<file path="config.mk">
export PLATFORM = sky130hd
export DESIGN_NAME = lvds_lane_fmt
export DESIGN_NICKNAME = d
export VERILOG_FILES = /design/src/rtl/lvfmt_pkg.sv /design/src/rtl/lvfmt_phase.sv /design/src/rtl/lvfmt_mapper.sv /design/src/rtl/lvfmt_ser.sv /design/src/rtl/lvds_lane_fmt.sv
export SDC_FILE = /design/constraint.sdc
export NUM_CORES = 1
export LEC_CHECK = 0
export CORE_MARGIN = 4
export CORE_UTILIZATION = 30
export CTS_BUF_LIST = sky130_fd_sc_hd__clkbuf_8
export DETAILED_ROUTE_END_ITERATION = 12
export DONT_BUFFER_PORTS = 1
export PLACE_DENSITY = 0.41
export REMOVE_ABC_BUFFERS = 1
export SETUP_SLACK_MARGIN = 0.1
export SLEW_MARGIN = 20
export SYNTH_ARGS = -nofsm -noshare
export SYNTH_HDL_FRONTEND = slang
export SYNTH_SLANG_ARGS = --single-unit
</file>
<file path="constraint.sdc">
create_clock -name clk_bit -period 2.8 [get_ports clk_bit]
set_input_delay 0.56 -clock clk_bit [delete_from_list [all_inputs] [get_ports clk_bit]]
set_output_delay 0.56 -clock clk_bit [all_outputs]
set_load 0.1 [all_outputs]
</file>
<file path="src/rtl/lvfmt_pkg.sv">
package lvfmt_pkg;
    localparam int WORD_W     = 7;
    localparam int N_LANES    = 6;
    localparam int N_CH       = 2;
    localparam int DEPTH_W    = 2;
    localparam int FULL_LANES = 2;
    localparam int CTL_LANE   = 2;
    localparam int BASE_LANES = 3;
    localparam int CTL_BITS   = 3;
    localparam int CTL_DATA   = WORD_W - CTL_BITS;
    localparam int EXT_DATA   = WORD_W - 1;
    localparam int PIX_W      = FULL_LANES * WORD_W + CTL_DATA
                              + (N_LANES - BASE_LANES) * EXT_DATA;
    localparam int CAP_PH     = WORD_W / 2;
    localparam logic [WORD_W-1:0] CLK_PAT = 7'b1100011;

    typedef logic [N_LANES-1:0][WORD_W-1:0] lanes_t;

    typedef struct packed {
        logic             de;
        logic             vs;
        logic             hs;
        logic [PIX_W-1:0] rgb;
    } pixel_t;
endpackage

</file>
<file path="src/rtl/lvfmt_phase.sv">
module lvfmt_phase #(
    parameter int WORD_W = 7,
    parameter int CAP_PH = 3
) (
    input  logic clk,
    input  logic rst_n,
    output logic load_o,
    output logic cap_o
);
    localparam int PH_W = $clog2(WORD_W);

    typedef struct packed {
        logic [PH_W-1:0] ph;
    } st_t;

    st_t s_d, s_q;

    always_comb begin
        s_d = s_q;
        if (s_q.ph == PH_W'(WORD_W - 1)) s_d.ph = '0;
        else                             s_d.ph = s_q.ph + 1'b1;
    end

    always_ff @(posedge clk or negedge rst_n) begin
        if (!rst_n) s_q <= '0;
        else        s_q <= s_d;
    end

    assign load_o = (s_q.ph == '0);
    assign cap_o  = (s_q.ph == PH_W'(CAP_PH));


    phase_wrap_chk: assert property (@(posedge clk) disable iff (!rst_n)
        (s_q.ph == PH_W'(WORD_W - 1)) |=> load_o);


    load_spacing_chk: assert property (@(posedge clk) disable iff (!rst_n)
        load_o |=> !load_o);
endmodule

</file>
<file path="src/rtl/lvfmt_mapper.sv">
module lvfmt_mapper
    import lvfmt_pkg::*;
(
    input  pixel_t               pix_i,
    input  logic [DEPTH_W-1:0]   depth_i,
    input  logic                 strip_i,
    output lanes_t               lanes_o
);
    for (genvar l = 0; l < N_LANES; l++) begin : g_lane
        if (l < FULL_LANES) begin : g_full
            assign lanes_o[l] = pix_i.rgb[l*WORD_W +: WORD_W];
        end else if (l == CTL_LANE) begin : g_ctl
            logic [CTL_BITS-1:0] ctl;
            assign ctl = strip_i ? '0 : {pix_i.de, pix_i.vs, pix_i.hs};
            assign lanes_o[l] = {ctl, pix_i.rgb[FULL_LANES*WORD_W +: CTL_DATA]};
        end else begin : g_ext
            localparam int OFS = FULL_LANES*WORD_W + CTL_DATA
                               + (l - CTL_LANE - 1) * EXT_DATA;
            logic act;
            assign act = (int'(depth_i) + BASE_LANES) > l;
            assign lanes_o[l] = act ? {1'b0, pix_i.rgb[OFS +: EXT_DATA]} : '0;
        end
    end
endmodule

</file>
<file path="src/rtl/lvfmt_ser.sv">
module lvfmt_ser #(
    parameter int                N_LANES = 6,
    parameter int                WORD_W  = 7,
    parameter logic [WORD_W-1:0] CLK_PAT = 7'b1100011
) (
    input  logic                             clk,
    input  logic                             rst_n,
    input  logic                             load_i,
    input  logic                             en_i,
    input  logic [N_LANES-1:0][WORD_W-1:0]   word_i,
    output logic [N_LANES-1:0]               lane_o,
    output logic                             clk_o
);
    typedef struct packed {
        logic [N_LANES-1:0][WORD_W-1:0] sr;
        logic [WORD_W-1:0]              ck;
    } st_t;

    st_t s_d, s_q;

    always_comb begin
        s_d = s_q;
        if (load_i) begin
            s_d.sr = en_i ? word_i  : '0;
            s_d.ck = en_i ? CLK_PAT : '0;
        end else begin
            for (int l = 0; l < N_LANES; l++) begin
                s_d.sr[l] = {s_q.sr[l][WORD_W-2:0], 1'b0};
            end
            s_d.ck = {s_q.ck[WORD_W-2:0], 1'b0};
        end
    end

    always_ff @(posedge clk or negedge rst_n) begin
        if (!rst_n) s_q <= '0;
        else        s_q <= s_d;
    end

    logic [N_LANES-1:0] nxt_bits;
    for (genvar l = 0; l < N_LANES; l++) begin : g_out
        assign lane_o[l]   = s_q.sr[l][WORD_W-1];
        assign nxt_bits[l] = s_q.sr[l][WORD_W-2];
    end
    assign clk_o = s_q.ck[WORD_W-1];


    shift_order_chk: assert property (@(posedge clk) disable iff (!rst_n)
        !load_i |=> (lane_o == $past(nxt_bits)));


    clk_start_chk: assert property (@(posedge clk) disable iff (!rst_n)
        (load_i && en_i) |=> (clk_o == CLK_PAT[WORD_W-1]));
endmodule

</file>
<file path="src/rtl/lvds_lane_fmt.sv">
module lvds_lane_fmt
    import lvfmt_pkg::*;
(
    input  logic                      clk_bit,
    input  logic                      rst_n,
    input  logic                      dual_en,
    input  logic [DEPTH_W-1:0]        depth_sel,
    input  logic                      pix_de,
    input  logic                      pix_hs,
    input  logic                      pix_vs,
    input  logic [PIX_W-1:0]          pix_rgb,
    output logic [N_CH*N_LANES-1:0]   lane_o,
    output logic [N_CH-1:0]           clk_lane_o
);
    typedef struct packed {
        pixel_t hold;
    } st_t;

    st_t    s_d, s_q;
    pixel_t live;
    logic   load, cap;

    assign live = '{de: pix_de, vs: pix_vs, hs: pix_hs, rgb: pix_rgb};

    lvfmt_phase #(.WORD_W(WORD_W), .CAP_PH(CAP_PH)) phase_i (
        .clk    (clk_bit),
        .rst_n  (rst_n),
        .load_o (load),
        .cap_o  (cap)
    );

    always_comb begin
        s_d = s_q;
        if (cap && dual_en) s_d.hold = live;
    end

    always_ff @(posedge clk_bit or negedge rst_n) begin
        if (!rst_n) s_q <= '0;
        else        s_q <= s_d;
    end

    for (genvar c = 0; c < N_CH; c++) begin : g_ch
        pixel_t src;
        lanes_t words;
        logic   strip, en;

        if (c == 0) begin : g_first
            assign src   = dual_en ? s_q.hold : live;
            assign strip = 1'b0;
            assign en    = 1'b1;
        end else begin : g_other
            assign src   = live;
            assign strip = 1'b1;
            assign en    = dual_en;
        end

        lvfmt_mapper map_i (
            .pix_i   (src),
            .depth_i (depth_sel),
            .strip_i (strip),
            .lanes_o (words)
        );

        lvfmt_ser #(.N_LANES(N_LANES), .WORD_W(WORD_W), .CLK_PAT(CLK_PAT)) ser_i (
            .clk    (clk_bit),
            .rst_n  (rst_n),
            .load_i (load),
            .en_i   (en),
            .word_i (words),
            .lane_o (lane_o[c*N_LANES +: N_LANES]),
            .clk_o  (clk_lane_o[c])
        );
    end


    single_idle_chk: assert property (@(posedge clk_bit) disable iff (!rst_n)
        (load && !dual_en) |=> ((lane_o[N_LANES +: N_LANES] == '0) && !clk_lane_o[1]));


    dual_ctl_chk: assert property (@(posedge clk_bit) disable iff (!rst_n)
        (load && dual_en) |=> !lane_o[N_LANES + CTL_LANE]);


    idle_lane_chk: assert property (@(posedge clk_bit) disable iff (!rst_n)
        (load && depth_sel == '0) |=> (lane_o[N_LANES-1:BASE_LANES] == '0));


    de_slot_chk: assert property (@(posedge clk_bit) disable iff (!rst_n)
        (load && !dual_en) |=> (lane_o[CTL_LANE] == $past(pix_de)));
endmodule

</file>
==> flow_summary.json, run 1 <==
{
  "track_usage": 0.116,
  "whs_ns": -0.195,
  "netlist_area_mm2": 0.00592,
  "p_sw_frac": 0.225,
  "finalMaxSlewViolations": 0,
  "hp-class": "primary input to asynchronous set/reset pin",
  "num_io_pins": 58,
  "register_area_mm2": 0.00350,
  "ys_seq_area_frac": 0.592,
  "clk_latency_ns": 0.44,
  "synth_mux_area_frac": 0.184,
  "synth_compound_area_frac": 0.106,
  "cts-root-buf": "clkbuf_8",
  "yosysUniqueCellTypes": 32,
  "rsz0062_at_grt": "false",
  "initial_core_util": 0.304,
  "dp_hpwl_um": 6660,
  "tritoncts": "yes",
  "die-area_mm2": 0.0220,
  "fin_skew_ns": 0.00888,
  "viasPerCell": 4.69,
  "ys_ff_latch": 140,
  "cts_setup_buffers": 0,
  "ys.flop_type": "dfrtp_1",
  "numPortBuffers": 0,
  "synthAdderAreaFrac": 0.00211,
  "crit_arrival_ns": 1.37,
  "rows": 51,
  "tns_ns": 0,
  "slew-limit-headroom": 0.409,
  "cts_num_sinks": 140,
  "ir_drop_mv": 0.305,
  "p_leak_nw": 3.16,
  "cts_made_buffers": 17,
  "drive_gt1_frac": 0.280,
  "worstMarginPinSlew_ns": 0.887,
  "ant_nets": 0,
  "fillers": 1944,
  "grt_pass1_vias": 3502,
  "drt-initial-drc-count": 158,
  "dieWidth_um": 148,
  "maxCapViolCount": 0,
  "remaining_drc_errors": 0,
  "max_freq_mhz": 517,
  "hold_viol": 140,
  "synth_top_family_by_area": "multiplexers",
  "pwr-share-clk": 0.438,
  "finalWirelength_um": 12200,
  "fin_ws_ns": 0.867,
  "seqPwrFrac": 0.518,
  "yosysWarnings": 0,
  "antenna_found_initial": 0,
  "cp-start-kind": "flip-flop",
  "switching_power_uw": 961,
  "first_pass_iters": 4,
  "async_flop_share": 1.00,
  "crit_fanout": 1,
  "dp_slack_ns": 0.874,
  "die_height_um": 148,
  "multi_input_area_mm2": 0.00208,
  "post_cts_resized": 0,
  "status": "complete, but fails checks",
  "clk_pin_slew_ns": 0.08,
  "synth-edff-count": 0,
  "final_core_util": 0.332,
  "grt_pass1_wl_um": 19900,
  "clock_path_buffers": 2,
  "synth_xor_xnor_area_share": 0,
  "grt-ovfl-total": 0,
  "synthSimpleGateAreaFrac": 0.0596,
  "layout_min_cycle_time_ns": 1.93,
  "power.density_mw_per_mm2": 663,
  "wl_per_cell_um": 17.3,
  "p_int_mw": 3.32,
  "final_nets": 469,
  "cp-end-kind": "primary output",
  "synth_area_per_cell_um2": 13.2,
  "critPathKind": "flip-flop to primary output",
  "power_frac_comb": 0.044,
  "fin_crit_sh": 0.690,
  "finalSetupViolations": 0,
  "core_mm2": 0.0195,
  "area_delta_synth_final_pct": 9.17,
  "routed-via-count": 3291,
  "num_antenna_cells": 0,
  "place_congestion": 0.659,
  "violations": "negative hold slack",
  "htreeDepth": 4,
  "worstPathRequired_ns": 2.24,
  "synthCells": 449,
  "grt_max_degree": 141
}
final cells by class:
class	instances	share of cell area
sequential	140	0.542
multi-input combinational	252	0.322
tap	265	0.0513
clock buffer	19	0.0405
clock inverter	12	0.0300
timing repair buffer	9	0.0105
inverter	4	0.00310
state kept, by name (all words and copies together) (netlist names):
register             cells
phase_i.s_q              3
g_ch.ser_i.lane_o       12
g_ch.ser_i.clk_o         2
g_ch.ser_i.s_q          72
g_ch.ser_i.nxt_bits     12
s_q                     39
final timing paths:
path / startpoint / endpoint / slack (ns) / cells past startpoint
min in group clk_bit: pix_rgb[24] / g_ch[1].ser_i.s_q[35]$_DFF_PN0_ / 0.25 / 2
worst min-delay path: rst_n / s_q[29]$_DFFE_PN0P_ / -0.20 / 0
worst min register to register: g_ch[0].ser_i.s_q[4]$_DFF_PN0_ / g_ch[0].ser_i.s_q[5]$_DFF_PN0_ / 0.44 / 1
worst max-delay path: g_ch[1].ser_i.lane_o[0]$_DFF_PN0_ / lane_o[6] / 0.87 / 0
max in group asynchronous: rst_n / s_q[31]$_DFFE_PN0P_ / 2.70 / 0
worst max register to register: phase_i.s_q[0]$_DFF_PN0_ / s_q[5]$_DFFE_PN0P_ / 0.89 / 6
synth_stat cells, drive strengths merged (5+ instances only):
cell type,number,area share
mux2i,21,0.036
nand2,17,0.011
a32o,5,0.0085
o21ai,26,0.022
mux2,75,0.15
and2,19,0.020
nand3,6,0.0051
buf,36,0.042
nor2,5,0.0032
nand4,5,0.0053
clkbuf,17,0.011
o31ai,55,0.070
dfrtp,140,0.59
through the flow:
stage	total power [mW]	hold WS, ns	cells	instance area [um2]
floorplan	2.41	0.264	396	5600
global placement	2.44	0.268	670	6010
detailed placement	2.45	0.270	670	6010
CTS	4.35	-0.234	701	6460
global route	4.48	-0.251	701	6460
finish	4.28	-0.195	701	6460
per-layer routing:
layer / vias up / wire length (um) / global-route usage
met4: 0 / 167 / 0.0499
met3: 10 / 581 / 0.0396
met1: 1684 / 5960 / 0.162
met5: - / 0 / 0
li1: 1548 / - / -
met2: 49 / 5450 / 0.165
cell families (layout without fill, tap and decap cells):
| family | Yosys count | count (layout) |
|---|---|---|
| simple gates | 64 | 64 |
| buf+inv | 57 | 44 |
| fa+ha+maj | 1 | 1 |
| flops | 140 | 140 |
| compound gates | 91 | 91 |
| mux | 96 | 96 |
power groups by stage:
stage,logic (mW),clock network (mW),registers (mW)
floorplan,0.166,0,2.25
global route,0.212,2.04,2.23
detailed placement,0.190,0,2.26
finish,0.187,1.88,2.22
global placement,0.184,0,2.26
CTS,0.191,1.95,2.22
placed cells by master (no fill, tap or decap):
cell        Yosys  layout
nand2_2         0       1
clkinv_2        0       4
clkinvlp_4      0       2
nor2_1          5       5
mux2i_1        21      21
and2_1         19      19
o31ai_1        55      55
dfrtp_1       140     139
ha_1            1       1
nand4_1         5       5
or2_2           1       1
a31oi_1         1       1
bufinv_16       0       5
a21o_1          3       3
and3_1          1       1
nand3_1         6       6
nand2b_1        3       3
a21oi_1         1       1
buf_4          15       9
dfrtp_2         0       1
o21ai_0        26      26
a32o_1          5       5
or3_4           1       1
mux2_4          9       9
clkbuf_8        0      19
nor4b_2         1       1
nand2_1        17      16
mux2_2         66      66
clkinv_4        1       2
nor3_1          3       3
and4_1          1       1
inv_1           3       3
or3b_2          1       1
Power figures use the tool's default switching activity.
==> run 2: changes to the inputs <==
--- a/config.mk
+++ b/config.mk
@@ -10,7 +10,7 @@
 export CTS_BUF_LIST = sky130_fd_sc_hd__clkbuf_8
 export DETAILED_ROUTE_END_ITERATION = 12
 export DONT_BUFFER_PORTS = 1
-export PLACE_DENSITY = 0.41
+export PLACE_DENSITY = 0.42
 export REMOVE_ABC_BUFFERS = 1
 export SETUP_SLACK_MARGIN = 0.1
 export SLEW_MARGIN = 20
==> constraint.sdc (replaced) <==
create_clock -name clk_bit -period 1.7 [get_ports clk_bit]
set_input_delay 0.34 -clock clk_bit [delete_from_list [all_inputs] [get_ports clk_bit]]
set_output_delay 0.34 -clock clk_bit [all_outputs]
set_load 0.1 [all_outputs]
==> flow_summary.json, run 2 (same netlist as run 1, synthesis figures left out) <==
{
  "wl_per_cell_um": 17.5,
  "grt_max_degree": 141,
  "htreeDepth": 4,
  "cp-start-kind": "flip-flop",
  "p_leak_nw": 3.33,
  "place_congestion": 0.656,
  "cts_num_sinks": 140,
  "cts_hold_buf": 6,
  "numPortBuffers": 0,
  "clk_latency_ns": 0.44,
  "worstPathCellList": "and2_1 > ha_2 > nand2_8 > clkbuf_16 > mux2_2",
  "crit_fanout": 8,
  "finalWirelength_um": 12700,
  "viasPerCell": 4.70,
  "worstMarginPinSlew_ns": 0.428,
  "dieWidth_um": 148,
  "hp-class": "primary input to asynchronous set/reset pin",
  "num_io_pins": 58,
  "track_usage": 0.117,
  "layout_commonest_cell": "dfrtp_1",
  "first_pass_iters": 4,
  "clk_pin_slew_ns": 0.07,
  "critPathBufInv": 1,
  "crit_arrival_ns": 1.87,
  "whs_ns": -0.404,
  "power.density_mw_per_mm2": 986,
  "worstPathRequired_ns": 2.02,
  "cp_top_family": "flip-flops",
  "slew-limit-headroom": 0.714,
  "fin_crit_sh": 0.909,
  "dp_hpwl_um": 6500,
  "max_freq_mhz": 647,
  "drive_gt1_frac": 0.308,
  "fillers": 1913,
  "max_stage_delay_ns": 0.42,
  "ir_drop_mv": 0.461,
  "violations": "negative hold slack",
  "cts-root-buf": "clkbuf_8",
  "r2r_slack_ns": 0.15,
  "tritoncts": "yes",
  "area_delta_synth_final_pct": 13.9,
  "dpl.cell_count": 686,
  "remaining_drc_errors": 0,
  "hold_viol": 140,
  "cts_made_buffers": 17,
  "antenna_found_initial": 0,
  "grt-ovfl-total": 0,
  "ant_nets": 0,
  "rows": 51,
  "slowest_stage": "dfrtp_2",
  "grt_pass1_wl_um": 20200,
  "instances_no_fill": 729,
  "num_antenna_cells": 0,
  "cts_setup_buffers": 0,
  "die_height_um": 148,
  "finalMaxSlewViolations": 0,
  "final_nets": 497,
  "status": "complete, but fails checks",
  "final_cell_mix": "138 x dfrtp_1, 66 x mux2_2, 55 x o31ai_1",
  "largest_register_ffs": 72,
  "fin_skew_ns": 0.0111,
  "rsz0062_at_grt": "false",
  "initial_core_util": 0.304,
  "grt_pass1_vias": 3657,
  "drt-initial-drc-count": 167,
  "layout_min_cycle_time_ns": 1.55,
  "reg.largest.list": "g_ch.ser_i.s_q: 72 flops, s_q: 39 flops",
  "die-area_mm2": 0.0220,
  "critPathKind": "flip-flop to flip-flop",
  "top_register": "g_ch.ser_i.s_q",
  "clock_path_buffers": 2,
  "maxCapViolCount": 0,
  "routed-via-count": 3428,
  "finalSetupViolations": 0,
  "core_mm2": 0.0195,
  "cp-end-kind": "flip-flop"
}
[run 2: cell types whose count changed in the layout (fill, tap and decap cells not counted), sizes merged, moves of 3 or more]
cell / change
dlygate4sd3: +6
clkbuf: +6
buf: +18
inv: +3
bufinv: -3
[run 2: repair_timing]
| item | 4_1_cts | 5_1_grt |
|---|---|---|
| endpoints found under the hold margin | 145 | 140 |
| resized for setup | 0 | 3 |
| setup endpoints to repair | 0 | 13 |
[run 2: path summary, 6_finish.rpt]
kind                                                     start                                end  depth (start not counted)
worst min-delay path                                     rst_n  g_ch[0].ser_i.lane_o[2]$_DFF_PN0_                          0
worst min register to register  g_ch[0].ser_i.s_q[4]$_DFF_PN0_     g_ch[0].ser_i.s_q[5]$_DFF_PN0_                          1
worst max-delay path                  phase_i.s_q[1]$_DFF_PN0_                s_q[33]$_DFFE_PN0P_                          5
min in group clk_bit                                pix_rgb[4]    g_ch[1].ser_i.s_q[11]$_DFF_PN0_                          2
worst max register to register        phase_i.s_q[1]$_DFF_PN0_                s_q[33]$_DFFE_PN0P_                          5
max in group asynchronous                                rst_n                s_q[31]$_DFFE_PN0P_                          0
[run 2: per-layer routing]
| layer | track usage | wire, um | share of wire | up-vias |
|---|---|---|---|---|
| li1 | - | - | - | 1605 |
| met1 | 0.152 | 5940 | 0.47 | 1762 |
| met2 | 0.177 | 5880 | 0.46 | 51 |
| met3 | 0.0491 | 759 | 0.060 | 10 |
| met4 | 0.0420 | 157 | 0.012 | 0 |
| met5 | 0 | 0 | 0 | - |
[run 2: metrics by stage]
| step | cell area [um2] | power, mW | utilization | TNS [ns] | worst slack [ns] |
|---|---|---|---|---|---|
| floorplan | 5600 | 3.98 | - | -66.34 | -1.03 |
| global placement | 6150 | 4.05 | 0.316 | 0 | 0.174 |
| detailed placement | 6150 | 4.06 | 0.316 | 0 | 0.143 |
| CTS | 6600 | 6.76 | 0.339 | 0 | 0.133 |
| global route | 6740 | 6.94 | 0.346 | 0 | 0.104 |
| finish | 6740 | 6.65 | 0.346 | 0 | 0.155 |
[run 2: final cells by class]
type / instances / area, um2 / share of cell area
Clock inverter: 10 / 98.8 / 0.0147
Tap cell: 265 / 332 / 0.0492
Multi-Input combinational cell: 252 / 2100 / 0.311
Sequential cell: 140 / 3510 / 0.520
Clock buffer: 21 / 289 / 0.0429
Inverter: 4 / 20.0 / 0.00297
Timing Repair Buffer: 37 / 395 / 0.0587
[run 2: power breakdown]
group / internal, mW / total (mW) / switching, mW / leakage (nW)
Clock: 1.43 / 2.65 / 1.22 / 0.211
Sequential: 3.45 / 3.50 / 0.0470 / 1.86
Combinational: 0.245 / 0.501 / 0.256 / 1.26
==> run 3: changes to the inputs <==
--- a/config.mk
+++ b/config.mk
@@ -6,11 +6,11 @@
 export NUM_CORES = 1
 export LEC_CHECK = 0
 export CORE_MARGIN = 4
-export CORE_UTILIZATION = 30
+export CORE_UTILIZATION = 35
 export CTS_BUF_LIST = sky130_fd_sc_hd__clkbuf_8
 export DETAILED_ROUTE_END_ITERATION = 12
 export DONT_BUFFER_PORTS = 1
-export PLACE_DENSITY = 0.42
+export PLACE_DENSITY = 0.48
 export REMOVE_ABC_BUFFERS = 1
 export SETUP_SLACK_MARGIN = 0.1
 export SLEW_MARGIN = 20
==> flow_summary.json, run 3 (same netlist as run 1, synthesis figures left out) <==
{
  "routed-via-count": 3382,
  "maxCapViolCount": 0,
  "slowest_stage": "dfrtp_1",
  "area_delta_synth_final_pct": 10.8,
  "finalSetupViolations": 0,
  "grt_pass1_wl_um": 19700,
  "p_leak_nw": 3.28,
  "cts-root-buf": "clkbuf_8",
  "hp-class": "primary input to asynchronous set/reset pin",
  "cp-start-kind": "flip-flop",
  "reg.largest.list": "g_ch.ser_i.s_q: 72 flops, s_q: 39 flops",
  "cp-end-kind": "flip-flop",
  "rows": 47,
  "rsz0062_at_grt": "false",
  "ir_drop_mv": 0.421,
  "track_usage": 0.128,
  "critPathBufInv": 1,
  "worstPathRequired_ns": 2.02,
  "clk_pin_slew_ns": 0.08,
  "cts_made_buffers": 17,
  "die_height_um": 138,
  "violations": "negative hold slack",
  "top_register": "g_ch.ser_i.s_q",
  "slew-limit-headroom": 0.708,
  "tritoncts": "yes",
  "cts_hold_buf": 7,
  "worstMarginPinSlew_ns": 0.437,
  "finalMaxSlewViolations": 0,
  "die-area_mm2": 0.0191,
  "status": "complete, but fails checks",
  "grt_pass1_vias": 3643,
  "final_core_util": 0.395,
  "drt-initial-drc-count": 180,
  "clock_path_buffers": 2,
  "fin_crit_sh": 0.911,
  "power.density_mw_per_mm2": 1010,
  "antenna_found_initial": 0,
  "initial_core_util": 0.357,
  "cts_num_sinks": 140,
  "layout_min_cycle_time_ns": 1.55,
  "grt-ovfl-total": 0,
  "numPortBuffers": 0,
  "dieWidth_um": 138,
  "crit_arrival_ns": 1.87,
  "viasPerCell": 4.97,
  "max_freq_mhz": 646,
  "grt_max_degree": 141,
  "final_nets": 493,
  "drive_gt1_frac": 0.291,
  "clk_latency_ns": 0.44,
  "worstPathCellList": "and2_1 > ha_1 > nand2_2 > buf_12 > mux2_2",
  "max_stage_delay_ns": 0.41,
  "hold_viol": 140,
  "whs_ns": -0.402,
  "fin_skew_ns": 0.00748,
  "finalWirelength_um": 11600,
  "place_congestion": 0.658,
  "critPathKind": "flip-flop to flip-flop",
  "cp_top_family": "flip-flops",
  "num_antenna_cells": 0,
  "wl_per_cell_um": 17.1,
  "core_mm2": 0.0166,
  "first_pass_iters": 4,
  "ant_nets": 0,
  "num_io_pins": 58,
  "final_cell_mix": "140 x dfrtp_1, 66 x mux2_2, 55 x o31ai_1",
  "largest_register_ffs": 72,
  "htreeDepth": 4,
  "dp_hpwl_um": 6440,
  "crit_start": "phase_i.s_q[1]$_DFF_PN0_",
  "worstReg2RegStart": "phase_i.s_q[1]$_DFF_PN0_",
  "layout_commonest_cell": "dfrtp_1",
  "remaining_drc_errors": 0,
  "tns_ns": 0,
  "crit_fanout": 21
}
run 3: cell types whose count changed in the layout (fill, tap and decap cells not counted):
| cell | delta |
|---|---|
| dfrtp_1 | +2 |
| ha_1 | +1 |
| dlygate4sd3_1 | +1 |
| ha_2 | -1 |
| clkbuf_16 | -4 |
| inv_1 | +2 |
| clkbuf_8 | -1 |
| nand2_8 | -1 |
| buf_6 | -1 |
| nand2_2 | +1 |
| dfrtp_2 | -2 |
run 3: power by group:
part | switching [mW] | internal (mW)
registers | 0.0472 | 3.45
logic | 0.258 | 0.246
clock network | 1.21 | 1.38
total | 1.51 | 5.08
run 3: layout make-up:
class	instances	area, um2
clock buffer	20	275
clock inverter	12	106
fill	1578	10000
inverter	4	20.0
multi-input combinational	252	2080
sequential	140	3500
tap	220	275
timing repair buffer	33	294
run 3: through the flow:
step / area, um2 / instances / setup WS (ns) / total power, mW
6_report: 6560 / 681 / 0.151 / 6.59
5_1_grt: 6560 / 681 / 0.100 / 6.89
4_1_cts: 6550 / 681 / 0.140 / 6.71
3_5_place_dp: 6100 / 642 / 0.157 / 4.06
3_3_place_gp: 6100 / 642 / 0.183 / 4.04
2_1_floorplan: 5600 / 396 / -1.03 / 3.98
run 3: per-layer routing:
metal,GRT usage,wire length (um),part of all wire
met3,0.0456,592,0.051
met2,0.199,5640,0.49
met5,0,0,0
met1,0.163,5200,0.45
met4,0.0499,185,0.016
run 3: worst paths after layout:
kind / slack [ns] / depth (start not counted) / end
worst max-delay path: 0.15 / 5 / s_q[2]$_DFFE_PN0P_
worst min-delay path: -0.40 / 0 / g_ch[1].ser_i.nxt_bits[3]$_DFF_PN0_
worst max register to register: 0.15 / 5 / s_q[2]$_DFFE_PN0P_
worst min register to register: 0.43 / 1 / g_ch[0].ser_i.clk_o$_DFF_PN0_
max in group asynchronous: 1.85 / 0 / s_q[2]$_DFFE_PN0P_
min in group clk_bit: 0.04 / 2 / g_ch[1].ser_i.s_q[11]$_DFF_PN0_
run 3: what timing repair did:
item                       CTS  global route
resized for setup            0             1
hold endpoints to repair   146           140
setup buffers                0             0
setup endpoints to repair    0             1
